File: src/rtl/coll_serializer.sv
module coll_serializer #(
  parameter int LANES = 3,
  parameter int IDXW  = 9,
  parameter int DEPTH = 4,
  parameter int CNTW  = 16
) (
  input  logic                  clk,
  input  logic                  rst_n,
  input  logic                  start,
  input  logic [LANES-1:0]      pair_valid,
  input  logic [LANES*IDXW-1:0] pair_a,
  input  logic [LANES*IDXW-1:0] pair_b,
  input  logic                  src_done,
  output logic                  stall,
  output logic                  word_valid,
  input  logic                  word_ready,
  output logic [IDXW-1:0]       word_data,
  output logic [CNTW-1:0]       coll_count,
  output logic                  done
);
  localparam int AW = $clog2(DEPTH);
  localparam int LW = (LANES > 1) ? $clog2(LANES) : 1;

  logic [IDXW-1:0]  lo_head [LANES];
  logic [IDXW-1:0]  hi_head [LANES];
  logic [LANES-1:0] lo_nonempty, lane_full, lane_tight, push, pop_lo, pop_hi;

  logic          busy, phase, any, fire, seen;
  logic [LW-1:0] lock, rr, pick, sel;

  assign sel        = busy ? lock : pick;
  assign word_valid = busy | any;
  assign word_data  = phase ? hi_head[sel] : lo_head[sel];
  assign fire       = word_valid & word_ready;
  assign stall      = |lane_tight;
  assign done       = seen & ~word_valid;

  for (genvar l = 0; l < LANES; l++) begin : g_lane
    logic [IDXW-1:0] a, b, mn, mx;
    logic [IDXW-1:0] lo_mem [DEPTH];
    logic [IDXW-1:0] hi_mem [DEPTH];
    logic [AW-1:0]   wp, lo_rp, hi_rp;
    logic [AW:0]     lo_cnt, hi_cnt;

    assign a  = pair_a[l*IDXW +: IDXW];
    assign b  = pair_b[l*IDXW +: IDXW];
    assign mn = (a < b) ? a : b;
    assign mx = (a < b) ? b : a;

    assign lane_full[l]   = (hi_cnt == (AW+1)'(DEPTH));
    assign lane_tight[l]  = (hi_cnt > (AW+1)'(DEPTH - 2));
    assign lo_nonempty[l] = (lo_cnt != '0);
    assign push[l]        = pair_valid[l] & ~lane_full[l];
    assign pop_lo[l]      = fire & ~phase & (sel == LW'(l));
    assign pop_hi[l]      = fire &  phase & (sel == LW'(l));
    assign lo_head[l]     = lo_mem[lo_rp];
    assign hi_head[l]     = hi_mem[hi_rp];

    always_ff @(posedge clk) begin
      if (push[l]) begin
        lo_mem[wp] <= mn;
        hi_mem[wp] <= mx;
      end
    end

    always_ff @(posedge clk) begin
      if (!rst_n) begin
        wp     <= '0;
        lo_rp  <= '0;
        hi_rp  <= '0;
        lo_cnt <= '0;
        hi_cnt <= '0;
      end else begin
        if (push[l]) wp <= wp + 1'b1;
        if (pop_lo[l]) lo_rp <= lo_rp + 1'b1;
        if (pop_hi[l]) hi_rp <= hi_rp + 1'b1;
        lo_cnt <= lo_cnt + (AW+1)'(push[l]) - (AW+1)'(pop_lo[l]);
        hi_cnt <= hi_cnt + (AW+1)'(push[l]) - (AW+1)'(pop_hi[l]);
      end
    end
  end

  always_comb begin
    any  = 1'b0;
    pick = rr;
    for (int k = LANES - 1; k >= 0; k--) begin
      int t;
      t = int'(rr) + k;
      if (t >= LANES) t = t - LANES;
      if (lo_nonempty[t]) begin
        any  = 1'b1;
        pick = LW'(t);
      end
    end
  end

  always_ff @(posedge clk) begin
    if (!rst_n) begin
      busy       <= 1'b0;
      phase      <= 1'b0;
      lock       <= '0;
      rr         <= '0;
      coll_count <= '0;
      seen       <= 1'b0;
    end else begin
      if (fire && phase) begin
        busy  <= 1'b0;
        phase <= 1'b0;
        rr    <= (lock == LW'(LANES - 1)) ? '0 : lock + 1'b1;
      end else if (fire) begin
        busy  <= 1'b1;
        phase <= 1'b1;
        lock  <= sel;
      end else if (word_valid) begin
        busy <= 1'b1;
        lock <= sel;
      end
      coll_count <= (start ? '0 : coll_count) + CNTW'(fire & phase);
      seen       <= start ? 1'b0 : (seen | src_done);
    end
  end
endmodule


File: config.mk
export PLATFORM = sky130hd
export DESIGN_NAME = coll_serializer
export DESIGN_NICKNAME = d
export VERILOG_FILES = /design/src/rtl/coll_serializer.sv
export SDC_FILE = /design/constraint.sdc
export NUM_CORES = 1
export LEC_CHECK = 0
export ABC_AREA = 1
export BUFFER_PORTS_ARGS = -buffer_cell sky130_fd_sc_hd__buf_2
export CAP_MARGIN = 30
export CORE_MARGIN = 5
export CORE_UTILIZATION = 25
export DETAILED_ROUTE_END_ITERATION = 8
export SLEW_MARGIN = 25
export SYNTH_ARGS = -nofsm -noshare
export SYNTH_HDL_FRONTEND = slang
export SYNTH_SLANG_ARGS = --single-unit
File: constraint.sdc
create_clock -name clk -period 3.1 [get_ports clk]
set_input_delay 0.62 -clock clk [delete_from_list [all_inputs] [get_ports clk]]
set_output_delay 0.62 -clock clk [all_outputs]
set_load 0.005 [all_outputs]
# ---- Word-level counts from Yosys, hierarchy flattened
# Memories as Yosys holds them, arrays and structs flattened. A register that Yosys moved wholly into a read port is not among the register bits.
# Cells that the tools add are included.
# Widths: inputs -> output; s select.
dict set report op_classes {
  reduce_logical 10
  n_eq_ne 6
  muxes 56
  add_sub_neg 28
  bitwise_logic 24
  n_mul 0
  order_cmp 13
  n_div 0
  shift 0
}
# cell n
set op_table {}
lappend op_table {{$mux 9} 11}
lappend op_table {{$lt 32x4->1 const B} 3}
lappend op_table {{$mux 32} 3}
lappend op_table {{$mux 2} 19}
lappend op_table {{$bmux 9 s2} 2}
lappend op_table {{$lt 9x9->1} 3}
lappend op_table {{$add 2x1->2 const B} 10}
lappend op_table {{$add 3x1->3} 6}
lappend op_table {{$sub 3x1->3} 6}
lappend op_table {{$mux 1} 17}
lappend op_table {{$add 16x1->16} 1}
lappend op_table {{$mux 16} 1}
lappend op_table {{$and 1x1->1} 14}
lappend op_table {{$eq 3x3->1 const B} 3}
lappend op_table {{$gt 3x2->1 const B} 3}
lappend op_table {{$reduce_bool 3->1} 3}
lappend op_table {{$sub 3x2->4 const B} 2}
lappend op_table {{$not 1->1} 7}
lappend op_table {{$bmux 1 s2} 3}
lappend op_table {{$ge 3x2->1 const B} 2}
lappend op_table {{$eq 2x2->1 const B} 2}
lappend op_table {{$reduce_or 2->1} 2}
lappend op_table {{$add 2x1->3 const B} 1}
lappend op_table {{$add 2x2->3 const B} 1}
lappend op_table {{11 further kinds} 12}
dict set report word_totals {
  word_cells 164
  latchBits 0
  memories 6
  romBits 0
  ff_bits 59
  ram_bits 216
  input_bits 62
}
# memory depth word_bits rd rd_clocked_by_memory_dff wr line_no
set memory_table {}
lappend memory_table {{g_lane[0].hi_mem} 4 9 1 1 1 41} ;# logic [IDXW-1:0] hi_mem [DEPTH];
lappend memory_table {{g_lane[0].lo_mem} 4 9 1 1 1 40} ;# logic [IDXW-1:0] lo_mem [DEPTH];
lappend memory_table {{g_lane[1].hi_mem} 4 9 1 1 1 41}
lappend memory_table {{g_lane[1].lo_mem} 4 9 1 1 1 40}
lappend memory_table {{g_lane[2].hi_mem} 4 9 1 1 1 41}
lappend memory_table {{g_lane[2].lo_mem} 4 9 1 1 1 40}

# ---- Longest topological paths before layout
# Gate-level depths: netlist of run 1.
dict set report depth {
  ltp_word 15
  depth_mapped 22
  depth_no_buf 22
}

# ---- Least setup slack after synthesis of run 1
# No wires, ideal clock.
dict set report synth_timing {
  path_kind {register to register}
  start {reg rr[0]}
  end {reg g_lane[0].lo_cnt[2]}
  t_required_ns 2.978
  path_slack_ns 0.173
  synth_period_minus_slack_ns 2.927
  n_path_buf 0
  arrival_time_ns 2.805
  path_stages_with_launch 21
  cell_sequence {dfxtp_1 > inv_1 > ha_1 > inv_2 > nand3_1 > nand3_2 > nand2_2 > nor2_2 > nand3_4 > nand2_4 > nor2_4 > nand3_1 > inv_1 > ha_1 > inv_1 > ha_1 > inv_1 > fa_1 > xor2_1 > o21ai_0 > a21oi_1}
}
dict set report synth_via {
  elab_chain_len 14
  elab_cells_between_ends 33
}
# element line_no
set synth_lines {}
lappend synth_lines {{start, declared} 29} ;# logic [LW-1:0] lock, rr, pick, sel;
lappend synth_lines {{start signal, assigned} 109} ;# rr <= (lock == LW'(LANES - 1)) ? '0 : lock + 1'b1;
lappend synth_lines {{$add 2x2->3} 88} ;# t = int'(rr) + k;
lappend synth_lines {{$sub 3x2->4 or $ge 3x2->1 (tied branches)} 89} ;# if (t >= LANES) t = t - LANES;
lappend synth_lines {{$mux 32} 89}
lappend synth_lines {{$bmux 1 s2} 90} ;# if (lo_nonempty[t]) begin
lappend synth_lines {{$mux 1 (implied by the code) (2 in series)} 90}
lappend synth_lines {{$mux 1 (2 in series)} 90}
lappend synth_lines {{$mux 1 *} 90}
lappend synth_lines {{$or 1x1->1 *} 32} ;# assign word_valid = busy | any;
lappend synth_lines {{named net word_valid} 15} ;# output logic word_valid,
lappend synth_lines {{$and 1x1->1 *} 34} ;# assign fire = word_valid & word_ready;
lappend synth_lines {{$and 1x1->1 * (2 in series)} 54} ;# assign pop_lo[l] = fire & ~phase & (sel == LW'(l));
lappend synth_lines {{named net pop_lo[0]} 26} ;# logic [LANES-1:0] lo_nonempty, lane_full, lane_tight, push, pop_lo, pop_hi;
lappend synth_lines {{$sub 3x1->3 *} 77} ;# lo_cnt <= lo_cnt + (AW+1)'(push[l]) - (AW+1)'(pop_lo[l]);
lappend synth_lines {{end signal, assigned} 77}
lappend synth_lines {{end, declared} 43} ;# logic [AW:0] lo_cnt, hi_cnt;
# Mark *: on every way through the listed nets, which the timed path passes. The rest lies on a longest branch. The select of a mux whose other input is x is not followed.
# A chain may end at the register's enable or synchronous reset.

# ---- Worst setup path in the final report of run 1
dict set report layout_timing {
  start {reg rr[0]}
  end {out word_data[4]}
}
dict set report layout_via {
  elab_chain_len 15
  elab_cells_between_ends 32
}
# element line_no
set layout_lines {}
lappend layout_lines {{$add 2x2->3} 88}
lappend layout_lines {{$sub 3x2->4 or $ge 3x2->1 (tied branches)} 89}
lappend layout_lines {{$mux 32} 89}
lappend layout_lines {{$bmux 1 s2} 90}
lappend layout_lines {{$mux 1 (implied by the code) (2 in series)} 90}
lappend layout_lines {{$mux 2 (2 in series)} 90}
lappend layout_lines {{$mux 2 *} 90}
lappend layout_lines {{$mux 2 *} 31} ;# assign sel = busy ? lock : pick;
lappend layout_lines {{$not 2->3 (implied by the code) *} 33} ;# assign word_data = phase ? hi_head[sel] : lo_head[sel];
lappend layout_lines {{$bmux 9 s2} 33}
lappend layout_lines {{$mux 9 (implied by the code) (2 in series)} 33}
lappend layout_lines {{$mux 9 *} 33}
lappend layout_lines {{end, declared} 17} ;# output logic [IDXW-1:0] word_data,
# Every way passes the cells marked *; elsewhere a longest branch is shown, timed or not. The select of a mux whose other input is x is not followed.

==> impl_results.md, run 1 <==
- Worst setup margin: -0.145 ns
- Reg2reg setup slack: -0.06 ns
- Place WS: -0.0354 ns
- Die H: 240 µm
- Crit path capture type: output port
- CP peak stage delay: 0.33 ns
- Clk buf depth: 3
- Die width: 240 µm
- Total Routing Usage GR: 11.2%
- Vias in the first global route: 9478
- DR iter-0 viols: 649
- Largest net degree at the start of global routing: 37
- Final core occ: 31.4%
- Antenna-violating nets left: 0
- IR drop worst, VDD: 0.435 mV
- Area fraction of the dominant cell type after synthesis: 48.9%
- Nets@finish: 1551
- Core Rows: 84
- Port bufs: 89
- CP max-delay cell: dfxtp_2
- Per-cell routed wire length: 15.6 µm
- Worst-Margin Slew: 0.924 ns
- Hold Crit Start: src_done
- Cells after Synth: 1276
- Yosys Warn Count: 0
- Layout cells sized above 1: 22.5%
- FF-to-FF Start: rr[0]
- Status: finished, violations left
- # DRC: 0
- Seq/Total Area, Yosys: 59.6%
- Core area: 52600 µm²
- Ant. Diodes: 0
- F_max: 308 MHz
- Vias per std cell: 4.53
- Initial antenna violation count: 0
- Post-synthesis area per instance: 10.4 µm²
- RSZ-0062 raised after global routing: true
- Post-Syn Area: 13300 µm²
- First-pass GRT wire length: 51.8 mm
- WHS Path Cells: 3
- Worst setup startpoint: rr[0]
- Layout area overhead: 24.4%
- Synth top area cells: edfxtp_1 (49%), dfxtp_1 (11%), a21oi_1 (6.6%)
- First-pass DRT Iterations: 5
- Data arrival time of the critical path: 2.63 ns
- Setup violations, final: 13
- Placer Congestion: 0.827
- Final Hold Fails: 0
- Worst setup SP type: flop
- Tightest Hold Check Type: input pin to flop
- Max cap viols: 0
- Clock tree from TritonCTS: yes
- Largest area contributor in the netlist: edfxtp_1
- Final period util: 105%
- Overflow left after global routing: 0
- Count of cell types in the netlist: 41
- Worst-path cell chain: inv_2 > ha_4 > inv_6 > nand3_2 > nand3_2 > buf_4 > nand2_1 > inv_1 > nand2_1 > nand3_1 > nand2_4 > buf_12 > nand3_2 > nand2_2 > buf_2
- Failing checks: negative setup slack
- Worst r2r path cells: 22
- WL final: 33.3 mm
- Final min period: 3.25 ns
- Clock-pin slew on the worst setup and hold paths: 0.06 ns
- Ports: 90
- Worst-path fanout max: 14
- Clk_lat worst skew: 0.57 ns
- Num CTS Buffers: 29
- Crit path to: word_data[4]
- Syn Nets: 1399
- Fin Clk Skew: 0.0216 ns
- Layout fillers: 5321
- Fin. max-slew vios: 0
- Reg-to-reg endpoint: g_lane[2].lo_cnt[2]
- Post-layout power: 0.0132 W
- Pleak: 6.71 nW
- Hold_buf cts: 0
- Commonest non-fill, non-tap cell in the layout: edfxtp_1
- Total number of vias: 9693
- P per Cell Area: 799 nW/µm²
- CP required: 2.48 ns
- Die ar.: 57800 µm²
- Most frequent CP cell: nand3_2
- Initial Utilization: 25.3%
- FF+latch count, synth: 287
- CTS Root Cell: clkbuf_16
- Relative slew margins: 38.3%
- Most frequent cells in the layout: edfxtp_1 (216), nand2_1 (205), a21oi_1 (175)
- Critical path class: flop to output port
- Sink Count: 287
- H-tree depth: 1
- DP HPWL: 22.5 mm
## layer usage
| layer | track usage [%] | wire, µm | up-vias |
|---|---|---|---|
| met5 | 0 | 0 | - |
| met4 | 2.94 | 833 | 0 |
| met3 | 2.27 | 1660 | 47 |
| met2 | 18.4 | 15800 | 211 |
| met1 | 15.2 | 15000 | 4671 |
| li1 | - | - | 4764 |
## repair_timing
item	4_1_cts	5_1_grt
gates resized for setup	72	51
buffers inserted	17	9
cloned	1	0
setup endpoints to repair	10	21
pin swaps	13	24
## metrics by stage
stage	area (µm²)	instances	hold slack, ns	setup TNS, ns
floorplan	13300	1276	0.453	0
global placement	14800	2055	0.473	0
detailed placement	14800	2057	0.489	-0.0354
CTS	16200	2128	0.304	-0.871
global route	16500	2138	0.348	-4.74
finish	16500	2138	0.331	-1.27
## critical path, delay by kind of cell, from the launching register on
kind / cells / cell delay [ns]
adders and majority gates: 1 / 0.29
buffers and inverters: 6 / 0.60
DFF: 1 / 0.33
and+or+nand+nor: 8 / 0.84
## report_power, final
group	internal (W)	switching (W)	leakage, nW	total, W
clock network	0.00193	0.00146	0.466	0.00339
logic	0.00200	0.00290	3.69	0.00490
registers	0.00471	0.000201	2.56	0.00491
total	0.00864	0.00456	6.71	0.0132
## cell type report
class	count	area (µm²)	share of cell area, %
clock buffers	36	805	4.87
clock inverters	17	129	0.780
inverters	151	577	3.49
multi-input cells	786	5030	30.5
flip-flops and latches	287	7910	47.9
well taps	688	861	5.21
repair buffers	173	1200	7.24
## synthesized netlist by cell type, drive strengths merged
cell	number
o21a	1
nor2	99
a21oi	176
xnor2	1
o221ai	1
a221o	36
nand4	11
o31ai	7
inv	139
ha	55
clkinv	12
edfxtp	216
a31oi	1
o211ai	3
a221oi	18
nand2	224
o21ai	53
a31o	1
nor3	10
nand3	58
fa	6
clkbuf	28
a211oi	1
o2111ai	3
dfxtp	71
buf	24
or2	10
xor2	11
## worst min path at each step
stage / endpoint
final: seen
after global routing: seen
after CTS: seen
after detailed placement: coll_count[15]
after global placement: coll_count[15]
after floorplan: seen
## flip-flops by register name (all words and copies together) (netlist names), named ones only
| register | flops |
|---|---|
| rr | 2 |
| g_lane.hi_cnt | 9 |
| g_lane.wp | 6 |
| g_lane.lo_mem | 108 |
| g_lane.lo_cnt | 9 |
| g_lane.lo_rp | 6 |
| seen | 1 |
| coll_count | 16 |
| busy | 1 |
| g_lane.hi_mem | 108 |
| phase | 1 |
| lock | 2 |
| g_lane.hi_rp | 6 |
## logic make-up (layout without fill, tap and decap cells)
kind of cell,after synthesis,in the layout,share of synthesized area [%]
AND/OR/NAND/NOR,412,412,13.7
AO/OA/AOI/OAI,301,301,13.6
buffers and inverters,203,377,6.20
flip-flops,287,287,59.6
adder cells (fa/ha/maj),61,61,6.09
XOR/XNOR,12,12,0.792
Note: power is estimated with default switching activity, not from simulation.
==> run 2, diff against run 1 <==
--- a/config.mk
+++ b/config.mk
@@ -8,6 +8,7 @@
 export ABC_AREA = 1
 export BUFFER_PORTS_ARGS = -buffer_cell sky130_fd_sc_hd__buf_2
 export CAP_MARGIN = 30
+export CORE_ASPECT_RATIO = 1.5
 export CORE_MARGIN = 5
 export CORE_UTILIZATION = 25
 export DETAILED_ROUTE_END_ITERATION = 8
==> impl_results.md, run 2 (same netlist as run 1, synthesis figures left out) <==
- Status: finished, violations left
- Failing checks: negative setup slack
- # DRC: 0
- Finished Layout Cells: 2110
- Final min period: 3.20 ns
- Sink Count: 287
- Data arrival time of the critical path: 2.58 ns
- Relative slew margins: 36.6%
- P per Cell Area: 794 nW/µm²
- Final period util: 103%
- Die width: 198 µm
- Vias per std cell: 4.57
- Core area: 52600 µm²
- Worst-path fanout max: 11
- Pleak: 6.57 nW
- Area of placed instances: 14700 µm²
- Nets@finish: 1530
- Clock-pin slew on the worst setup and hold paths: 0.06 ns
- First-pass DRT Iterations: 5
- Initial antenna violation count: 1
- F_max: 312 MHz
- Clock tree from TritonCTS: yes
- Most frequent cells in the layout: edfxtp_1 (216), nand2_1 (208), a21oi_1 (174)
- Critical path class: flop to output port
- RSZ-0062 raised after global routing: true
- Hold Crit Start: src_done
- DP HPWL: 23.7 mm
- Total number of vias: 9643
- Layout area overhead: 21.8%
- Antenna-violating nets left: 0
- Final Hold Fails: 0
- Worst setup startpoint: rr[1]
- IR drop worst, VDD: 0.470 mV
- Placed cell count: 2042
- M1 wire length: 12.7 mm
- Total Routing Usage GR: 11.2%
- Per-cell routed wire length: 16.1 µm
- Final instance area: 16200 µm²
- Top Registers: g_lane.hi_mem (108), g_lane.lo_mem (108), coll_count (16)
- Setup violations, final: 10
- Max cap viols: 0
- Met3 wire length: 1.13 mm
- Placer Congestion: 0.793
- Crit path capture type: output port
- Clk_lat worst skew: 0.57 ns
- Worst-Margin Slew: 0.942 ns
- Final core occ: 30.7%
- Routed wl met2: 18.8 mm
- Largest net degree at the start of global routing: 37
- CP required: 2.48 ns
- CTS Root Cell: clkbuf_16
- Ports: 90
- H-tree depth: 1
- Worst setup margin: -0.100 ns
- Die ar.: 57900 µm²
- Fin Clk Skew: 0.0338 ns
- WL final: 34.1 mm
- Vias in the first global route: 9758
- Num CTS Buffers: 28
- Hold_buf cts: 0
- Max layer used: met5
- Port bufs: 89
- Core Rows: 103
- Overflow left after global routing: 0
- DR iter-0 viols: 544
- Die H: 292 µm
- Place WS: 0.0381 ns
- Clk buf depth: 3
- Commonest non-fill, non-tap cell in the layout: edfxtp_1
- FF-to-FF Start: rr[1]
- Ant. Diodes: 0
- First-pass GRT wire length: 51.7 mm
- Worst setup SP type: flop
- Layout cells sized above 1: 20.5%
- Fin. max-slew vios: 0
- Tightest Hold Check Type: input pin to flop
- Initial Utilization: 25.2%
run 2: final timing paths:
| check | end | slack, ns | cells after the start |
|---|---|---|---|
| max reg2reg | g_lane[1].lo_cnt[2] | -0.02 | 22 |
| min | seen | 0.35 | 3 |
| min reg2reg | seen | 0.48 | 2 |
| max | word_data[4] | -0.10 | 15 |
run 2: worst max-delay path, cell delays in order (launching register included):
cell	delay [ns]
dfxtp_4	0.36
ha_4	0.26
inv_4	0.08
nand3_2	0.09
nand3_2	0.10
nand2_2	0.07
nor2_1	0.13
nand2_1	0.08
nand2_1	0.07
nand2_2	0.06
nand2_4	0.11
buf_12	0.16
nand3_2	0.12
nand3_4	0.14
nand2_2	0.07
buf_6	0.12
run 2: per-layer routing:
| layer | vias to the layer above | global-route usage, % |
|---|---|---|
| met2 | 201 | 22.1 |
| met3 | 75 | 1.11 |
| met5 | - | 0 |
| met4 | 2 | 5.07 |
| li1 | 4728 | - |
| met1 | 4637 | 11.7 |
run 2: area by class of cell:
class                           instances  area, µm²
Clock buffer                           31        712
Clock inverter                         20        213
Fill cell                            5339      36400
Inverter                              151        579
Multi-Input combinational cell        786       4850
Sequential cell                       287       7910
Tap cell                              682        853
Timing Repair Buffer                  153       1040
run 2: repair_timing:
| item | CTS | global route |
|---|---|---|
| pin swaps | 12 | 13 |
| endpoints found under the hold margin | 0 | 0 |
| gates cloned | 1 | 0 |
| setup endpoints to repair | 9 | 16 |
| resized for setup | 56 | 30 |
| setup buffers | 8 | 7 |
run 2: power by group:
| group | switching (W) | internal (W) |
|---|---|---|
| Sequential | 0.000200 | 0.00471 |
| Clock | 0.00147 | 0.00193 |
| Combinational | 0.00274 | 0.00179 |
| Total | 0.00440 | 0.00843 |
run 2: through the flow:
| step | total power (W) | TNS (ns) | hold WS (ns) |
|---|---|---|---|
| 2_1_floorplan | 0.00728 | 0 | 0.453 |
| 3_3_place_gp | 0.00852 | 0 | 0.468 |
| 4_1_cts | 0.0127 | -0.00838 | 0.315 |
| 5_1_grt | 0.0135 | -1.67 | 0.355 |
| 3_5_place_dp | 0.00863 | 0 | 0.477 |
| 6_report | 0.0128 | -0.487 | 0.347 |
==> run 3, diff against run 2 <==
--- a/config.mk
+++ b/config.mk
@@ -6,12 +6,13 @@
 export NUM_CORES = 1
 export LEC_CHECK = 0
 export ABC_AREA = 1
-export BUFFER_PORTS_ARGS = -buffer_cell sky130_fd_sc_hd__buf_2
 export CAP_MARGIN = 30
 export CORE_ASPECT_RATIO = 1.5
 export CORE_MARGIN = 5
 export CORE_UTILIZATION = 25
 export DETAILED_ROUTE_END_ITERATION = 8
+export DONT_BUFFER_PORTS = 1
+export MAX_ROUTING_LAYER = met4
 export SLEW_MARGIN = 25
 export SYNTH_ARGS = -nofsm -noshare
 export SYNTH_HDL_FRONTEND = slang
==> impl_results.md, run 3 (same netlist as run 1, synthesis figures left out) <==
- Status: finished clean
- Clk_lat worst skew: 0.55 ns
- Crit path capture type: output port
- Overflow left after global routing: 0
- Worst-Margin Slew: 0.919 ns
- # DRC: 0
- FF-to-FF Start: rr[1]
- Finished Layout Cells: 2009
- Total Routing Usage GR: 11.4%
- Vias in the first global route: 9243
- Antenna-violating nets left: 0
- Final instance area: 15800 µm²
- Net Sw Frac: 35.1%
- Final Hold Fails: 0
- Data arrival time of the critical path: 2.42 ns
- Vias per std cell: 4.59
- F_max: 329 MHz
- Max cap viols: 0
- P per Cell Area: 801 nW/µm²
- Nets@finish: 1429
- Hold_buf cts: 0
- Core Rows: 103
- Die H: 292 µm
- IR drop worst, VDD: 0.530 mV
- Ant. Diodes: 0
- Initial antenna violation count: 0
- RSZ-0062 raised after global routing: true
- Relative slew margins: 38.6%
- Most frequent cells in the layout: edfxtp_1 (216), nand2_1 (206), a21oi_1 (175)
- Worst-path fanout max: 6
- Hold Crit Start: start
- DR iter-0 viols: 563
- DP HPWL: 23.4 mm
- Largest net degree at the start of global routing: 38
- Die ar.: 57900 µm²
- Core area: 52600 µm²
- Final min period: 3.04 ns
- Sink Count: 287
- Placer Congestion: 0.803
- Top Registers: g_lane.hi_mem (108), g_lane.lo_mem (108), coll_count (16)
- Worst r2r path cells: 20
- Initial Utilization: 25.2%
- Pleak: 6.14 nW
- Sw Pwr: 0.00443 W
- H-tree depth: 1
- Ports: 90
- Critical path class: flop to output port
- Placed cell count: 1949
- Worst setup SP type: flop
- Clock-pin slew on the worst setup and hold paths: 0.07 ns
- Logic gate share of total power: 35.5%
- Reg2reg setup slack: 0.17 ns
- CP required: 2.48 ns
- Tightest Hold Check Type: input pin to flop
- Layout area overhead: 18.8%
- Power Internal: 0.00820 W
- First-pass DRT Iterations: 5
- Clock network power share: 25.7%
- Reg-to-reg endpoint: g_lane[2].lo_cnt[2]
- Total number of vias: 9223
- Final core occ: 30.0%
- Final period util: 98.2%
- Worst Hold Path EP: seen
- Commonest non-fill, non-tap cell in the layout: edfxtp_1
- Die width: 198 µm
- First-pass GRT wire length: 51.1 mm
- WHS Path Cells: 1
- Fin Clk Skew: 0.0199 ns
- Layout fillers: 5391
- Setup violations, final: 0
- Layout cells sized above 1: 15.8%
- Clk buf depth: 3
- Area of placed instances: 14200 µm²
- Sequential power share: 38.9%
- Port bufs: 0
- CTS Root Cell: clkbuf_16
- Clock tree from TritonCTS: yes
- WL final: 33.6 mm
- Per-cell routed wire length: 16.7 µm
- Fin. max-slew vios: 0
- Num CTS Buffers: 27
## run 3: layout make-up
type                    instances  area [µm²]  share of cell area, %
clock buffers                  35         756                   4.79
flip-flops and latches        287        7910                   50.2
inverters                     151         581                   3.68
well taps                     682         853                   5.41
multi-input cells             786        5030                   31.9
repair buffers                 53         508                   3.22
clock inverters                15         121                  0.770
## run 3: worst max-delay path by stage
stage | cells after the start | from | slack [ns] | endpoint
3_5_place_dp | 20 | rr[0] | 0.05 | g_lane[2].lo_cnt[2]
4_1_cts | 14 | rr[0] | 0.002 | word_data[3]
5_1_grt | 15 | rr[1] | -0.07 | word_data[0]
3_3_place_gp | 20 | rr[0] | 0.09 | g_lane[0].hi_cnt[2]
2_1_floorplan | 20 | rr[0] | 0.17 | g_lane[0].lo_cnt[2]
6_report | 14 | rr[1] | 0.06 | word_data[3]
## run 3: power by group through the flow
| stage | Combinational [W] | Sequential, W | Clock, W |
|---|---|---|---|
| after floorplan | 0.00235 | 0.00493 | 0 |
| after global placement | 0.00337 | 0.00497 | 0 |
| after detailed placement | 0.00345 | 0.00498 | 0 |
| after CTS | 0.00369 | 0.00490 | 0.00333 |
| after global routing | 0.00492 | 0.00496 | 0.00348 |
| final | 0.00448 | 0.00491 | 0.00324 |
## run 3: timing repair
item                                    in CTS  in global routing
resized for setup                           33                 83
setup buffers                                3                  3
gates cloned                                 0                  3
pin swaps                                    5                 24
endpoints found under the setup margin       9                 16
## run 3: metrics by stage
step                      hold WS (ns)  total power, W  setup TNS (ns)  setup WS [ns]
after floorplan                  0.453         0.00728               0          0.173
after global placement           0.470         0.00834               0         0.0928
after detailed placement         0.477         0.00843               0         0.0500
after CTS                        0.127          0.0119               0        0.00241
after global routing             0.134          0.0134          -0.544        -0.0681
final                            0.152          0.0126               0         0.0565
## run 3: per-layer routing
layer / vias up / track usage [%] / wire length (µm)
li1: 4533 / - / -
met1: 4417 / 12.1 / 12300
met2: 214 / 21.1 / 18500
met3: 59 / 1.78 / 1630
met4: 0 / 4.55 / 1200
met5: - / - / 0
## run 3: worst max-delay path, stage by stage (launching register included)
cell	delay, ns
dfxtp_4	0.36
ha_4	0.26
inv_4	0.08
nand3_2	0.07
nand3_2	0.08
nand2_2	0.08
nor2_1	0.11
nand2_1	0.06
nand2_1	0.07
nand2_2	0.09
nand2_8	0.12
buf_12	0.15
nand3_2	0.12
nand3_4	0.15
nand2_4	0.07
